### src/rtl/drop_stat_pkg.sv
package drop_stat_pkg;

    typedef enum logic [1:0] {
        SEL_TOTAL   = 2'd0,
        SEL_RATE    = 2'd1,
        SEL_BUFONLY = 2'd2,
        SEL_NONE    = 2'd3
    } rd_sel_e;

    typedef enum logic {
        RD_IDLE = 1'b0,
        RD_RESP = 1'b1
    } rd_state_e;

    typedef struct packed {
        logic no_space;
        logic red;
        logic yel_rand;
    } drop_cause_t;

endpackage

### src/rtl/drop_sat_counter.sv
module drop_sat_counter #(
    parameter int W = 32
) (
    input  logic         clk,
    input  logic         rst,
    input  logic         inc,
    input  logic         clr,
    output logic [W-1:0] cnt
);
    localparam logic [W-1:0] CNT_MAX = '1;
    localparam logic [W-1:0] CNT_ONE = W'(1);

    always_ff @(posedge clk) begin
        if (rst) begin
            cnt <= '0;
        end else if (clr) begin
            cnt <= inc ? CNT_ONE : '0;
        end else if (inc && (cnt != CNT_MAX)) begin
            cnt <= cnt + CNT_ONE;
        end
    end
endmodule

### src/rtl/drop_port_bank.sv
module drop_port_bank
    import drop_stat_pkg::*;
#(
    parameter int W = 32
) (
    input  logic        clk,
    input  logic        rst,
    input  logic        ev_vld,
    input  drop_cause_t ev_cause,
    input  logic        clr_total,
    input  logic        clr_rate,
    output logic [W-1:0] total_cnt,
    output logic [W-1:0] rate_cnt
);
    logic inc_total;
    logic inc_rate;

    // Any cause counts once in the total; only metering causes count as rate drops.
    assign inc_total = ev_vld && (ev_cause.no_space || ev_cause.red || ev_cause.yel_rand);
    assign inc_rate  = ev_vld && (ev_cause.red || ev_cause.yel_rand);

    drop_sat_counter #(.W(W)) u_total (
        .clk (clk),
        .rst (rst),
        .inc (inc_total),
        .clr (clr_total),
        .cnt (total_cnt)
    );

    drop_sat_counter #(.W(W)) u_rate (
        .clk (clk),
        .rst (rst),
        .inc (inc_rate),
        .clr (clr_rate),
        .cnt (rate_cnt)
    );
endmodule

### src/rtl/drop_read_mux.sv
module drop_read_mux
    import drop_stat_pkg::*;
#(
    parameter int NUM_PORTS = 3,
    parameter int W         = 32,
    parameter int PORT_W    = 2
) (
    input  logic [NUM_PORTS-1:0][W-1:0] total_arr,
    input  logic [NUM_PORTS-1:0][W-1:0] rate_arr,
    input  logic [PORT_W-1:0]           sel_port,
    input  logic [1:0]                  sel_kind,
    output logic [W-1:0]                data
);
    logic [W-1:0] tot_v;
    logic [W-1:0] rate_v;
    logic         port_ok;

    always_comb begin
        port_ok = (int'(sel_port) < NUM_PORTS);
        tot_v   = '0;
        rate_v  = '0;
        for (int i = 0; i < NUM_PORTS; i++) begin
            if (int'(sel_port) == i) begin
                tot_v  = total_arr[i];
                rate_v = rate_arr[i];
            end
        end
    end

    always_comb begin
        data = '0;
        if (port_ok) begin
            unique case (rd_sel_e'(sel_kind))
                SEL_TOTAL:   data = tot_v;
                SEL_RATE:    data = rate_v;
                SEL_BUFONLY: data = (tot_v > rate_v) ? (tot_v - rate_v) : '0;
                SEL_NONE:    data = '0;
            endcase
        end
    end
endmodule

### src/rtl/drop_stat_unit.sv
module drop_stat_unit
    import drop_stat_pkg::*;
#(
    parameter int NUM_PORTS = 3,
    parameter int CNT_W     = 32,
    parameter int PORT_W    = 2
) (
    input  logic                 clk,
    input  logic                 rst,
    input  logic [NUM_PORTS-1:0] drop_vld,
    input  logic [NUM_PORTS-1:0] drop_nospace,
    input  logic [NUM_PORTS-1:0] drop_red,
    input  logic [NUM_PORTS-1:0] drop_yel,
    input  logic [NUM_PORTS-1:0] clr_total,
    input  logic [NUM_PORTS-1:0] clr_rate,
    input  logic                 rd_req,
    input  logic [PORT_W-1:0]    rd_port,
    input  logic [1:0]           rd_sel,
    output logic                 rd_valid,
    output logic [CNT_W-1:0]     rd_data
);
    logic [NUM_PORTS-1:0][CNT_W-1:0] total_q;
    logic [NUM_PORTS-1:0][CNT_W-1:0] rate_q;
    logic [CNT_W-1:0]                mux_data;
    rd_state_e                       rd_state;
    rd_state_e                       rd_state_nx;

    for (genvar p = 0; p < NUM_PORTS; p++) begin : g_port
        drop_cause_t cause;
        assign cause = '{no_space: drop_nospace[p], red: drop_red[p], yel_rand: drop_yel[p]};

        drop_port_bank #(.W(CNT_W)) u_bank (
            .clk       (clk),
            .rst       (rst),
            .ev_vld    (drop_vld[p]),
            .ev_cause  (cause),
            .clr_total (clr_total[p]),
            .clr_rate  (clr_rate[p]),
            .total_cnt (total_q[p]),
            .rate_cnt  (rate_q[p])
        );
    end

    drop_read_mux #(
        .NUM_PORTS (NUM_PORTS),
        .W         (CNT_W),
        .PORT_W    (PORT_W)
    ) u_mux (
        .total_arr (total_q),
        .rate_arr  (rate_q),
        .sel_port  (rd_port),
        .sel_kind  (rd_sel),
        .data      (mux_data)
    );

    // Read response state register
    always_ff @(posedge clk) begin
        if (rst) begin
            rd_state <= RD_IDLE;
        end else begin
            rd_state <= rd_state_nx;
        end
    end

    always_comb begin
        rd_state_nx = rd_state;
        unique case (rd_state)
            RD_IDLE: rd_state_nx = rd_req ? RD_RESP : RD_IDLE;
            RD_RESP: rd_state_nx = rd_req ? RD_RESP : RD_IDLE;
        endcase
    end

    // Output process: capture the selected value on each request
    always_ff @(posedge clk) begin
        if (rst) begin
            rd_data <= '0;
        end else if (rd_req) begin
            rd_data <= mux_data;
        end
    end

    assign rd_valid = (rd_state == RD_RESP);
endmodule

### config.mk
export PLATFORM = sky130hd
export DESIGN_NAME = drop_stat_unit
export DESIGN_NICKNAME = d
export VERILOG_FILES = /design/src/rtl/drop_stat_pkg.sv /design/src/rtl/drop_sat_counter.sv /design/src/rtl/drop_port_bank.sv /design/src/rtl/drop_read_mux.sv /design/src/rtl/drop_stat_unit.sv
export SDC_FILE = /design/constraint.sdc
export NUM_CORES = 1
export LEC_CHECK = 0
export ABC_AREA = 1
export BUFFER_PORTS_ARGS = -buffer_cell sky130_fd_sc_hd__buf_4
export CAP_MARGIN = 30
export CORE_UTILIZATION = 35
export CTS_CLUSTER_DIAMETER = 200
export DETAILED_ROUTE_END_ITERATION = 8
export PLACE_DENSITY = 0.48
export RECOVER_POWER = 50
export SKIP_LAST_GASP = 1
export SLEW_MARGIN = 10
export SYNTH_ARGS = -nofsm -noshare
export SYNTH_HDL_FRONTEND = slang
export SYNTH_SLANG_ARGS = --single-unit
### constraint.sdc
create_clock -name clk -period 3.96 [get_ports clk]
set_input_delay 0.198 -clock clk [delete_from_list [all_inputs] [get_ports clk]]
set_output_delay 0.198 -clock clk [all_outputs]
set_load 0.01 [all_outputs]
== Yosys cells after proc, flatten, opt, wreduce, memory -nomap -nowiden ==
Index checks and enable logic that the tools add are counted.
Word-level totals
  register bits after elaboration: 225
  input bits: 25
  logic and storage cells: 85
Cells by class
  add/sub/neg operators: 7
  magnitude comparators: 2
  eq/ne operators: 11
  multiplexer cells: 28
  reductions and logical operators: 29
Operator list (count)
  $mux W32: 20
  $add A32 B1 Y32 const B: 6
  $ne A32 B32 Y1 const B: 6
  $pmux W32 S4: 1
  $gt A32 B32 Y1: 1
  $sub A32 B32 Y32: 1
  $logic_and A1 B1 Y1: 12
  $reduce_bool A2 Y1: 6
  $logic_or A1 B1 Y1: 9
  $eq A2 B2 Y1 const B: 4
  $mux W1: 7
  $logic_not A2 Y1: 2
  $eq A2 B1 Y1 const B: 1
  $lt A2 B2 Y1 const B: 1

== Longest topological paths before layout ==
Gate-level depths: netlist (run 1).
  depth in word-level cells: 8
  depth in mapped cells: 23
  depth with buffers taken out: 21

== Cells and area by module ==
A second synthesis (run 1) with hierarchy kept.
Second synthesis, totals
  cell total of the unflattened synthesis: 3559
  area, all modules: 19885.3 um^2
Modules (own cells, without submodules)
  drop_sat_counter (g_port[0].u_bank.u_rate ...): times used 5, cells an instance 387, area an instance 2273.4 um^2
  drop_read_mux: times used 1, cells an instance 1020, area an instance 4852.2 um^2
  drop_sat_counter (g_port[2].u_bank.u_total): times used 1, cells an instance 386, area an instance 2253.4 um^2
  drop_stat_unit: times used 1, cells an instance 206, area an instance 1352.5 um^2
  drop_port_bank: times used 3, cells an instance 4, area an instance 20.0 um^2

== Worst setup path after synthesis (run 1) ==
OpenSTA, ideal clock, no wires.
  path type: input to register
  from: input rd_port[1]
  to: register rd_data[4]
  library setup time: 0.132 ns
  data arrival time: 2.957 ns
  required time: 3.828 ns
  slack: 0.870 ns
  cell stages on the path: 23
  path buffers: 4
  cells stage by stage: buf_6 nor2_4 buf_6 clkinv_1 clkbuf_1 o22ai_1 nor2_1 inv_1 ha_1 nand2_1 nor2_1 inv_1 nor2_1 nand2_1 nor3_1 or3b_1 nand2_1 inv_2 nand2_4 buf_6 o21bai_2 nand2_1 a21oi_1
Between the ends
  cells in the longest elaborated chain, start to end: 8
RTL lines
  start, declared: RTL line drop_stat_unit.sv:17  | input logic [PORT_W-1:0] rd_port,
  $logic_not A2 Y1: RTL line drop_read_mux.sv:23  | if (int'(sel_port) == i) begin
  $mux W32 (3 in a row): RTL line drop_read_mux.sv:23
  $sub A32 B32 Y32 or $gt A32 B32 Y1 (tied branches): RTL line drop_read_mux.sv:36  | SEL_BUFONLY: data = (tot_v > rate_v) ? (tot_v - rate_v) : '0;
  $mux W32: RTL line drop_read_mux.sv:36
  $pmux W32 S4: RTL line drop_read_mux.sv:33  | unique case (rd_sel_e'(sel_kind))
  $mux W32 *: RTL line drop_read_mux.sv:32  | if (port_ok) begin
  end signal, assigned: RTL line drop_stat_unit.sv:78  | rd_data <= mux_data;
  end, declared: RTL line drop_stat_unit.sv:20  | output logic [CNT_W-1:0] rd_data
Every way passes the cells marked *; elsewhere a longest branch is shown, timed or not.
A chain may end at the register's enable or synchronous reset.

== Worst setup path after layout (run 1) ==
  from: register g_port[1].u_bank.u_rate.cnt[17]
  to: register rd_data[0]
Between the ends
  cells in the longest elaborated chain, start to end: 6
RTL lines
  start, declared: RTL line drop_sat_counter.sv:8  | output logic [W-1:0] cnt
  start signal, assigned: RTL line drop_sat_counter.sv:17  | cnt <= inc ? CNT_ONE : '0;
  start signal, assigned: RTL line drop_sat_counter.sv:19  | cnt <= cnt + CNT_ONE;
  $mux W32 (2 in a row): RTL line drop_read_mux.sv:23
  $gt A32 B32 Y1: RTL line drop_read_mux.sv:36
  $mux W32: RTL line drop_read_mux.sv:36
  $pmux W32 S4: RTL line drop_read_mux.sv:33
  $mux W32: RTL line drop_read_mux.sv:32
No other way between the ends.

==> flow_metrics.tcl, run 1 <==
set metrics [dict create \
    run_status "complete, but fails checks" \
    failed_checks "design-rule violations" \
    grt.total_usage 0.273 \
    ys.flop_type "dfxtp_1" \
    max_stage_delay_ns 0.44 \
    nNetsFinal 2474 \
    cp-start-kind "flip-flop" \
    slew_headroom 0.450 \
    ir_worst_vdd_uv 287 \
    drtAntennaViolNets 0 \
    hp-class "in2reg" \
    hold_depth 5 \
    setup_violations 0 \
    critical_path_class "reg2reg" \
    skew_ns 0.0174 \
    vias_per_cell 5.36 \
    period_needed_ns 3.69 \
    clock_tree.root_cell "clkbuf_16" \
    power_density_nw_per_um2 331 \
    synth_top_family_by_area "simple AND/OR/NAND/NOR gates" \
    grt_start_max_net_pins 33 \
    crit_cells 20 \
    rr_worst_depth 20 \
    core_sq_um 41000 \
    routed_wl_microns 57800 \
    clkSinkCount 225 \
    dp.cells 2903 \
    layout.cells.non_filler 2960 \
    start_util 0.357 \
    synth_common_cells "475 x nand2_1, 340 x inv_1, 320 x nor2_1, 226 x a21oi_1, 225 x dfxtp_1" \
    synth_edf_count 0 \
    ys_seq_area_frac 0.308 \
    syn2layout_area_growth_pct 13.7 \
    first_pass_iters 8 \
    rsz0062_at_grt "no" \
    synth.avg_cell_area_sq_um 6.28 \
    ios 58 \
    cp.arrival_ns 4.13 \
    clk_pin_slew_ns 0.06 \
    grt-ovfl-total 0 \
    leakage_uw 0.00630 \
    synth_xor_area_frac 0.0108 \
    nFillCells 4529 \
    crit_family "simple AND/OR/NAND/NOR gates" \
    synth_area_sq_um 14600 \
    synth_seq_cells 225 \
    cp-startpoint "g_port[1].u_bank.u_rate.cnt[17]" \
    cts_buffers 30 \
    die_area_sq_um 42600 \
    die_x_microns 206 \
    tightest_slew_ns 0.822 \
    end_kind "flip-flop" \
    cts_max_path_buffers 3 \
    fp.dieH_microns 206 \
    synth_top_area_share 0.308 \
    cp_max_fo 8 \
    cts_tree "done" \
    synthAdderAreaFrac 0.0330 \
    wire_per_inst_microns 19.5 \
    grt_pass1_vias 15100 \
    critical_path_buf_inv_count 5 \
    drive_above_1_share 0.0638 \
    cp_slowest_cell "ha_1" \
    clkLatencyLatePin_ns 0.58 \
    synth-simple-area-share 0.318 \
    register_area_sq_um 4500 \
    worstHoldStart "drop_nospace[2]" \
    antenna_found_initial 0 \
    num_vias 15900 \
    dpl_cell_area_sq_um 15800 \
    fmaxAchievable_mhz 271 \
    synth_cell_types 54 \
    cts_setup_buffers 0 \
    diodes 0 \
    yosysMostFrequentCell "nand2_1" \
    synth-async-reset-ratio 0 \
    hold_violations 0 \
    worstPathRequired_ns 4.41 \
    maxSlewViolCount 0 \
    drc_errors 3 \
    cap_violations 0 \
    first_iter_violations 1241 \
    reg2reg_from "g_port[1].u_bank.u_rate.cnt[17]" \
    final_cell_area_sq_um 16600 \
    syn-num-nets 2394 \
    dp_hpwl_microns 46700 \
    multi_input_area_sq_um 8550 \
    p_total_uw 5500 \
    synth_compound_area_frac 0.222 \
    synthTopCellsByArea "dfxtp_1 31%, nand2_1 12%, inv_1 8.7%" \
    synthCells 2331 \
    gp_congestion 0.962 \
    synth_top_area_cell "dfxtp_1" \
    fin_crit_sh 0.931 \
    port_buffers 57 \
    ys_warn_count 0 \
    htreeDepth 1 \
    grt_pass1_wl_microns 88700 \
    crit_chain "inv_1 -> nor2_1 -> nor2_1 -> a221oi_1 -> inv_1 -> ha_1 -> nand2_1 -> nor2_1 -> inv_1 -> nor2_1 -> nand2_1 -> nor3_1 -> or3b_1 -> nand2_1 -> inv_2 -> nand2_4 -> buf_4 -> o21ai_0 -> nand2_1 -> a21oi_1" \
    num_rows 74 \
    synthMuxAreaShare 0.000684 \
]
## routing by layer
| layer | vias up | global-route usage | routed length [microns] |
|---|---|---|---|
| met4 | 0 | 0.0785 | 1700 |
| met3 | 88 | 0.0345 | 3480 |
| met5 | - | 0 | 0 |
| met1 | 7326 | 0.368 | 26400 |
| met2 | 514 | 0.453 | 26200 |
| li1 | 7941 | - | - |
## worst register-to-register path: stages (launching register included)
cell	delay (ns)
dfxtp_1	0.39
inv_1	0.09
nor2_1	0.09
nor2_1	0.07
a221oi_1	0.37
inv_1	0.23
ha_1	0.44
nand2_1	0.16
nor2_1	0.12
inv_1	0.08
nor2_1	0.19
nand2_1	0.11
nor3_1	0.12
or3b_1	0.36
nand2_1	0.12
inv_2	0.07
nand2_4	0.08
buf_4	0.19
o21ai_0	0.11
nand2_1	0.11
a21oi_1	0.06
## path summary, 6_finish.rpt
kind	to	slack, ns
worst max-delay path	rd_data[0]	0.27
worst min-delay path	g_port[2].u_bank.u_total.cnt[0]	0.03
worst max register to register	rd_data[0]	0.27
worst min register to register	rd_data[29]	0.46
## what timing repair did
| action | 4_1_cts | 5_1_grt |
|---|---|---|
| hold buffers | 7 | 0 |
| setup endpoints to repair | 0 | 0 |
| resized for setup | 0 | 0 |
| endpoints found under the hold margin | 7 | 0 |
## area by class of cell
type,instances,share of cell area
multi-input combinational,1700,0.514
sequential,225,0.271
inverter,349,0.0790
clock buffer,44,0.0513
timing repair buffer,105,0.0427
tap,532,0.0400
clock inverter,5,0.00233
## logic make-up after synthesis
group | after synthesis
simple gates | 1091
compound gates | 552
buf+inv | 406
flops | 225
fa+ha+maj | 38
xor+xnor | 18
mux | 1
## flip-flops by register name (all words and copies together), names as in the netlist
signal                     flops
rd_valid                       1
g_port.u_bank.u_rate.cnt      96
rd_data                       32
g_port.u_bank.u_total.cnt     96
## placed cells by master (no fill, tap or decap), types with 8 or more instances in the layout
cell type	n
buf_4	62
nor3_1	111
inv_1	339
a211oi_1	9
a221oi_1	14
o21bai_2	13
o221ai_1	40
dfxtp_1	225
nor4_1	25
nand2_2	8
nand3_1	86
nand2_1	477
nor2_1	321
o21a_1	17
nand4_1	33
a21oi_1	226
ha_1	37
a31oi_1	19
clkbuf_1	43
o21ai_0	175
clkbuf_16	30
xnor2_1	13
## through the flow
step / utilization / worst slack [ns] / hold slack [ns] / TNS [ns]
after floorplan: - / 0.870 / 0.342 / 0
after global placement: 0.385 / 0.0310 / 0.456 / 0
final: 0.406 / 0.273 / 0.0287 / 0
after CTS: 0.408 / 0.299 / 0.0181 / 0
after global routing: 0.406 / 0.0209 / 0.0557 / 0
after detailed placement: 0.385 / -0.00195 / 0.457 / -0.00195
## where the power goes
part           leakage, uW  switching, uW  internal, uW
combinational      0.00405            474           203
clock             0.000435           1050          1470
sequential         0.00182           21.0          2290
total              0.00630           1540          3960
No activity file was read; power rests on OpenSTA's default activity.
==> run 2: changes to the inputs <==
- ABC_AREA: 1 -> not set
==> run 2 against run 1 <==
Against the previous run:
- the run now ends clean
- synthesized cell count is 23% lower
- sequential share of layout area up 1.0 points
- largest power group unchanged
- critical path depth decreased by 10
- core utilization increased by 0.56 points
- first-iteration DRC count decreased by 35%
- hold slack better by 0.0013 ns
- setup slack better by 0.051 ns
- largest cell class unchanged
- clock power hardly changed
==> flow_metrics.tcl, run 2 <==
set metrics [dict create \
    core_sq_um 39000 \
    p_sw_frac 0.251 \
    critical_path_class "reg2reg" \
    power_density_nw_per_um2 328 \
    clkSinkCount 225 \
    max_stage_delay_ns 0.65 \
    ios 58 \
    period_needed_ns 3.64 \
    fin_util 0.411 \
    maxSlewViolCount 0 \
    synth-async-reset-ratio 0 \
    grt_pass1_wl_microns 73800 \
    grt-ovfl-total 0 \
    worstHoldStart "drop_yel[0]" \
    cts_resized 0 \
    first_pass_iters 5 \
    syn2layout_area_growth_pct 14.9 \
    synthCells 1798 \
    hp-class "in2reg" \
    synth_common_cells "285 x nor2_1, 225 x dfxtp_1, 154 x nand2_1, 122 x a21oi_1, 122 x xor2_1" \
    seq_power_share 0.437 \
    cts_buffers 28 \
    final_common_cell "nor2_1" \
    clk_pin_slew_ns 0.06 \
    crit_family "compound AO/OA/AOI/OAI gates" \
    vias_per_cell 5.46 \
    crit_chain "mux2i_1 -> o21ai_0 -> ha_1 -> buf_4 -> a21o_1 -> a221oi_1 -> a21oi_1 -> or4_1 -> nand2_1 -> o21ai_0" \
    reg_top3 "g_port.u_bank.u_rate.cnt: 96 flops, g_port.u_bank.u_total.cnt: 96 flops, rd_data: 32 flops" \
    htreeDepth 1 \
    end_kind "flip-flop" \
    synth_cell_types 72 \
    synth_edf_count 0 \
    setup_ws_ns 0.324 \
    ys.flop_type "dfxtp_1" \
    nNetsFinal 1927 \
    synth_top_area_share 0.323 \
    rsz0062_at_grt "no" \
    grt_pass1_vias 12600 \
    cap_violations 0 \
    fmaxAchievable_mhz 275 \
    p_int_uw 3940 \
    clock_tree.root_cell "clkbuf_16" \
    ir_worst_vdd_uv 216 \
    num_vias 13100 \
    cp.arrival_ns 4.08 \
    ys_seq_area_frac 0.323 \
    synth_top_area_cell "dfxtp_1" \
    cp_slowest_cell "o21ai_0" \
    critical_path_buf_inv_count 1 \
    clockPowerShare 0.483 \
    die_area_sq_um 40700 \
    dp_hpwl_microns 36300 \
    clkLatencyLatePin_ns 0.57 \
    cts_max_path_buffers 3 \
    first_iter_violations 812 \
    diodes 0 \
    synth_area_sq_um 14000 \
    grt.total_usage 0.232 \
    grt_start_max_net_pins 62 \
    routed_wl_microns 47600 \
    drive_above_1_share 0.0840 \
    final_cell_mix "285 x nor2_1, 225 x dfxtp_1, 154 x nand2_1" \
    syn-num-nets 1861 \
    ys_warn_count 0 \
    tns_ns 0 \
    synth_seq_cells 225 \
    yosysMostFrequentCell "nor2_1" \
    place_ws_ns 0.0164 \
    tightest_slew_ns 0.957 \
    hold_violations 0 \
    skew_ns 0.0127 \
    worstPathRequired_ns 4.41 \
    pwr-share-comb 0.080 \
    cts_tree "done" \
    antenna_found_initial 0 \
    cp-startpoint "g_port[0].u_bank.u_total.cnt[10]" \
    fin_crit_sh 0.918 \
    critPathMostFrequentCell "o21ai_0" \
    num_rows 72 \
    drc_errors 0 \
    port_buffers 57 \
    fp.dieH_microns 202 \
    cp-start-kind "flip-flop" \
    p_sw_uw 1320 \
    drtAntennaViolNets 0 \
    run_status "finished, final reports clean" \
    cp_max_fo 8 \
    reg2reg_from "g_port[0].u_bank.u_total.cnt[10]" \
    die_x_microns 202 \
    start_util 0.358 \
    slew_headroom 0.353 \
    leakage_uw 0.00606 \
    synth.avg_cell_area_sq_um 7.76 \
    synthTopCellsByArea "dfxtp_1 32%, nor2_1 7.7%, xor2_1 7.7%" \
    setup_violations 0 \
    gp_congestion 0.924 \
    rrSetupSlack_ns 0.32 \
    wire_per_inst_microns 19.8 \
]
-- run 2: cell types whose count changed after synthesis, sizes merged, moves of 34 or more --
| cell | delta |
|---|---|
| xor2 | +117 |
| nand2 | -333 |
| mux2i | +68 |
| inv | -311 |
| nor3 | -73 |
| xnor2 | +58 |
| nor2 | -40 |
| and3 | +36 |
| o221ai | -40 |
| and4 | +34 |
| a21oi | -105 |
| o21ai | -85 |
-- run 2: worst paths after layout --
kind	end	cells past startpoint
setup / recovery	rd_data[27]	10
hold / removal	g_port[0].u_bank.u_rate.cnt[0]	3
setup reg to reg	rd_data[27]	10
hold reg to reg	rd_data[6]	2
-- run 2: final cells by class --
cell class	count	area, sq um
fill	4061	23000
multi-input combinational	1443	8930
sequential	225	4500
timing repair buffer	133	943
clock buffer	42	803
tap	518	648
inverter	33	124
clock inverter	5	90.1
-- run 2: worst reg2reg max path: cells and delay by family, from the launching register on --
family,cells,cell delay (ns)
buffers and inverters,1,0.17
AND/OR/NAND/NOR,2,0.59
adder cells (fa/ha/maj),1,0.37
flip-flops,1,0.51
AO/OA/AOI/OAI,5,1.73
multiplexers,1,0.15
-- run 2: what timing repair did --
action	in CTS	in global routing
buffers inserted	0	0
hold buffers	4	0
endpoints found under the hold margin	6	0
-- run 2: metrics by stage --
stage	hold WS, ns	std cells	power [uW]	instance area, sq um
6_report	0.0300	2399	5270	16000
4_1_cts	0.0241	2398	5350	16200
3_3_place_gp	0.423	2346	2780	15300
3_5_place_dp	0.428	2347	2780	15300
5_1_grt	0.0536	2399	5460	16000
2_1_floorplan	0.294	1798	2610	14000
-- run 2: power by group through the flow --
stage          logic [uW]  clock network, uW  registers [uW]
2_1_floorplan         265                  0            2350
3_3_place_gp          427                  0            2350
6_report              422               2540            2300
3_5_place_dp          428                  0            2350
4_1_cts               433               2610            2300
5_1_grt               461               2700            2300
-- run 2: logic make-up (layout without fill, tap and decap cells) --
| group | after synthesis | in the layout | synth area share |
|---|---|---|---|
| AO/OA/AOI/OAI | 372 | 372 | 0.168 |
| adder cells (fa/ha/maj) | 39 | 39 | 0.0353 |
| AND/OR/NAND/NOR | 770 | 770 | 0.267 |
| XOR/XNOR | 193 | 193 | 0.122 |
| flip-flops | 225 | 225 | 0.323 |
| multiplexers | 69 | 69 | 0.0495 |
| buffers and inverters | 130 | 213 | 0.0365 |
-- run 2: per-layer routing --
layer,global-route usage,share of wire,vias up
li1,-,-,6510
met1,0.316,0.47,6207
met2,0.377,0.45,287
met3,0.0233,0.042,83
met4,0.0852,0.037,0
met5,0,0,-
==> run 3: changes to the inputs <==
- CORE_MARGIN: not set -> 2
==> run 3 against run 2 <==
Against the previous run:
- maximum frequency shrank 1.1%
- critical path type unchanged
- global-route usage shrank 0.32 points
- die area grew 2.0%
- critical endpoint is now rd_data[26]
- largest power group unchanged
- largest cell class unchanged
- core utilization shrank 0.31 points
- setup slack lost 0.040 ns
- clock skew grew 0.015 ns
==> flow_metrics.tcl, run 3 (synthesis gave the netlist of run 2 again) <==
set metrics [dict create \
    ios 58 \
    critPathMostFrequentCell "o21ai_0" \
    p_int_uw 4290 \
    seq_power_share 0.404 \
    power_density_nw_per_um2 353 \
    dp_hpwl_microns 36600 \
    cap_violations 0 \
    rsz0062_at_grt "no" \
    cp.arrival_ns 4.15 \
    htreeDepth 1 \
    clock_tree.root_cell "clkbuf_16" \
    drc_errors 0 \
    antenna_found_initial 0 \
    gp_congestion 0.879 \
    num_rows 73 \
    cp_max_fo 6 \
    layout.cells.non_filler 2406 \
    cp-start-kind "flip-flop" \
    num_vias 13100 \
    p_sw_uw 1410 \
    cp_slowest_cell "o21ai_0" \
    grt.total_usage 0.228 \
    p_sw_frac 0.247 \
    place_ws_ns -0.0628 \
    max_stage_delay_ns 0.71 \
    hold_violations 0 \
    nNetsFinal 1922 \
    start_util 0.353 \
    skew_ns 0.0278 \
    clk_pin_slew_ns 0.06 \
    drtAntennaViolNets 0 \
    syn2layout_area_growth_pct 15.6 \
    cts_buffers 29 \
    p_total_uw 5700 \
    setup_violations 0 \
    run_status "finished, final reports clean" \
    clkSinkCount 225 \
    fp.dieH_microns 204 \
    period_needed_ns 3.68 \
    first_pass_iters 5 \
    fin_util 0.408 \
    die_area_sq_um 41500 \
    first_iter_violations 745 \
    fin_crit_sh 0.928 \
    die_x_microns 204 \
    slew_headroom 0.286 \
    fmaxAchievable_mhz 272 \
    reg2reg_to "rd_data[26]" \
    worstHoldStart "drop_yel[0]" \
    routed_wl_microns 48100 \
    clockPowerShare 0.523 \
    crit_chain "mux2i_1 -> o21ai_0 -> ha_1 -> a21o_1 -> a21o_1 -> a21oi_1 -> o21ai_0 -> a221o_1 -> o21ai_0 -> a21boi_0 -> o31ai_2" \
    port_buffers 57 \
    dpl_cell_area_sq_um 15200 \
    clkLatencyLatePin_ns 0.58 \
    grt_pass1_vias 12600 \
    setup_ws_ns 0.284 \
    cts_max_path_buffers 3 \
    vias_per_cell 5.45 \
    final_cell_area_sq_um 16100 \
    diodes 0 \
    hp-class "in2reg" \
    core_sq_um 39500 \
    final_cell_mix "285 x nor2_1, 225 x dfxtp_1, 154 x nand2_1" \
    grt_start_max_net_pins 51 \
    reg2reg_from "g_port[1].u_bank.u_total.cnt[11]" \
    grt_pass1_wl_microns 73500 \
    cts_tree "done" \
    wire_per_inst_microns 20.0 \
    cts_resized 0 \
    leakage_uw 0.00610 \
    ir_worst_vdd_uv 260 \
    hold_depth 3 \
    tightest_slew_ns 1.06 \
    worstPathRequired_ns 4.43 \
    rrSetupSlack_ns 0.28 \
    grt-ovfl-total 0 \
    pwr-share-comb 0.073 \
    rr_worst_depth 11 \
    final_common_cell "nor2_1" \
    end_kind "flip-flop" \
    reg_top3 "g_port.u_bank.u_rate.cnt: 96 flops, g_port.u_bank.u_total.cnt: 96 flops, rd_data: 32 flops" \
    maxSlewViolCount 0 \
    critical_path_class "reg2reg" \
    drive_above_1_share 0.0872 \
    dp.cells 2348 \
    hold_path_end "g_port[0].u_bank.u_rate.cnt[0]" \
]
[run 3: cell types whose count changed in the layout (fill, tap and decap cells not counted), sizes merged]
cell,previous run,this run
clkinv,3,9
buf,93,85
clkbuf,78,72
inv,33,34
clkinvlp,0,2
bufinv,2,7
[run 3: final cells by class]
class,instances,area [sq um]
Clock buffer,34,785
Timing Repair Buffer,127,856
Fill cell,4119,23400
Multi-Input combinational cell,1443,8930
Inverter,33,124
Clock inverter,19,287
Tap cell,525,657
Sequential cell,225,4500
[run 3: layer usage]
metal  share of wire  global-route usage  vias to the layer above
li1                -                   -                     6493
met1            0.45               0.296                     6198
met2            0.46               0.382                      319
met3           0.048              0.0342                       92
met4           0.043              0.0868                        0
met5               0                   0                        -
[run 3: power groups by stage]
stage | registers (uW) | logic (uW) | clock network [uW]
6_report | 2300 | 417 | 2980
5_1_grt | 2300 | 453 | 3130
4_1_cts | 2300 | 427 | 3050
3_5_place_dp | 2350 | 423 | 0
3_3_place_gp | 2350 | 424 | 0
2_1_floorplan | 2350 | 265 | 0
[run 3: how the worst max path moves through the flow]
stage | cells after the start | slack [ns] | from | end
finish | 11 | 0.28 | g_port[1].u_bank.u_total.cnt[11] | rd_data[26]
global route | 11 | 0.12 | g_port[1].u_bank.u_total.cnt[11] | rd_data[16]
CTS | 10 | 0.17 | g_port[1].u_bank.u_total.cnt[10] | rd_data[27]
detailed placement | 14 | -0.06 | rd_port[0] | rd_data[27]
global placement | 14 | -0.03 | rd_port[0] | rd_data[27]
floorplan | 16 | 0.37 | rd_port[0] | rd_data[25]
[run 3: critical path: cells and delay by family (launching register included)]
family,cells,cell delay (ns)
multiplexers,1,0.17
adder cells (fa/ha/maj),1,0.43
AO/OA/AOI/OAI,9,2.55
flip-flops,1,0.44
[run 3: metrics by stage]
stage | TNS, ns | hold slack, ns
6_report | 0 | 0.0359
3_5_place_dp | -0.0628 | 0.440
2_1_floorplan | 0 | 0.294
3_3_place_gp | -0.0297 | 0.440
5_1_grt | 0 | 0.0431
4_1_cts | 0 | 0.0197
[run 3: timing repair]
item                                   CTS  global route
endpoints found under the hold margin    4             0
setup buffers                            0             0
hold buffers                             4             0
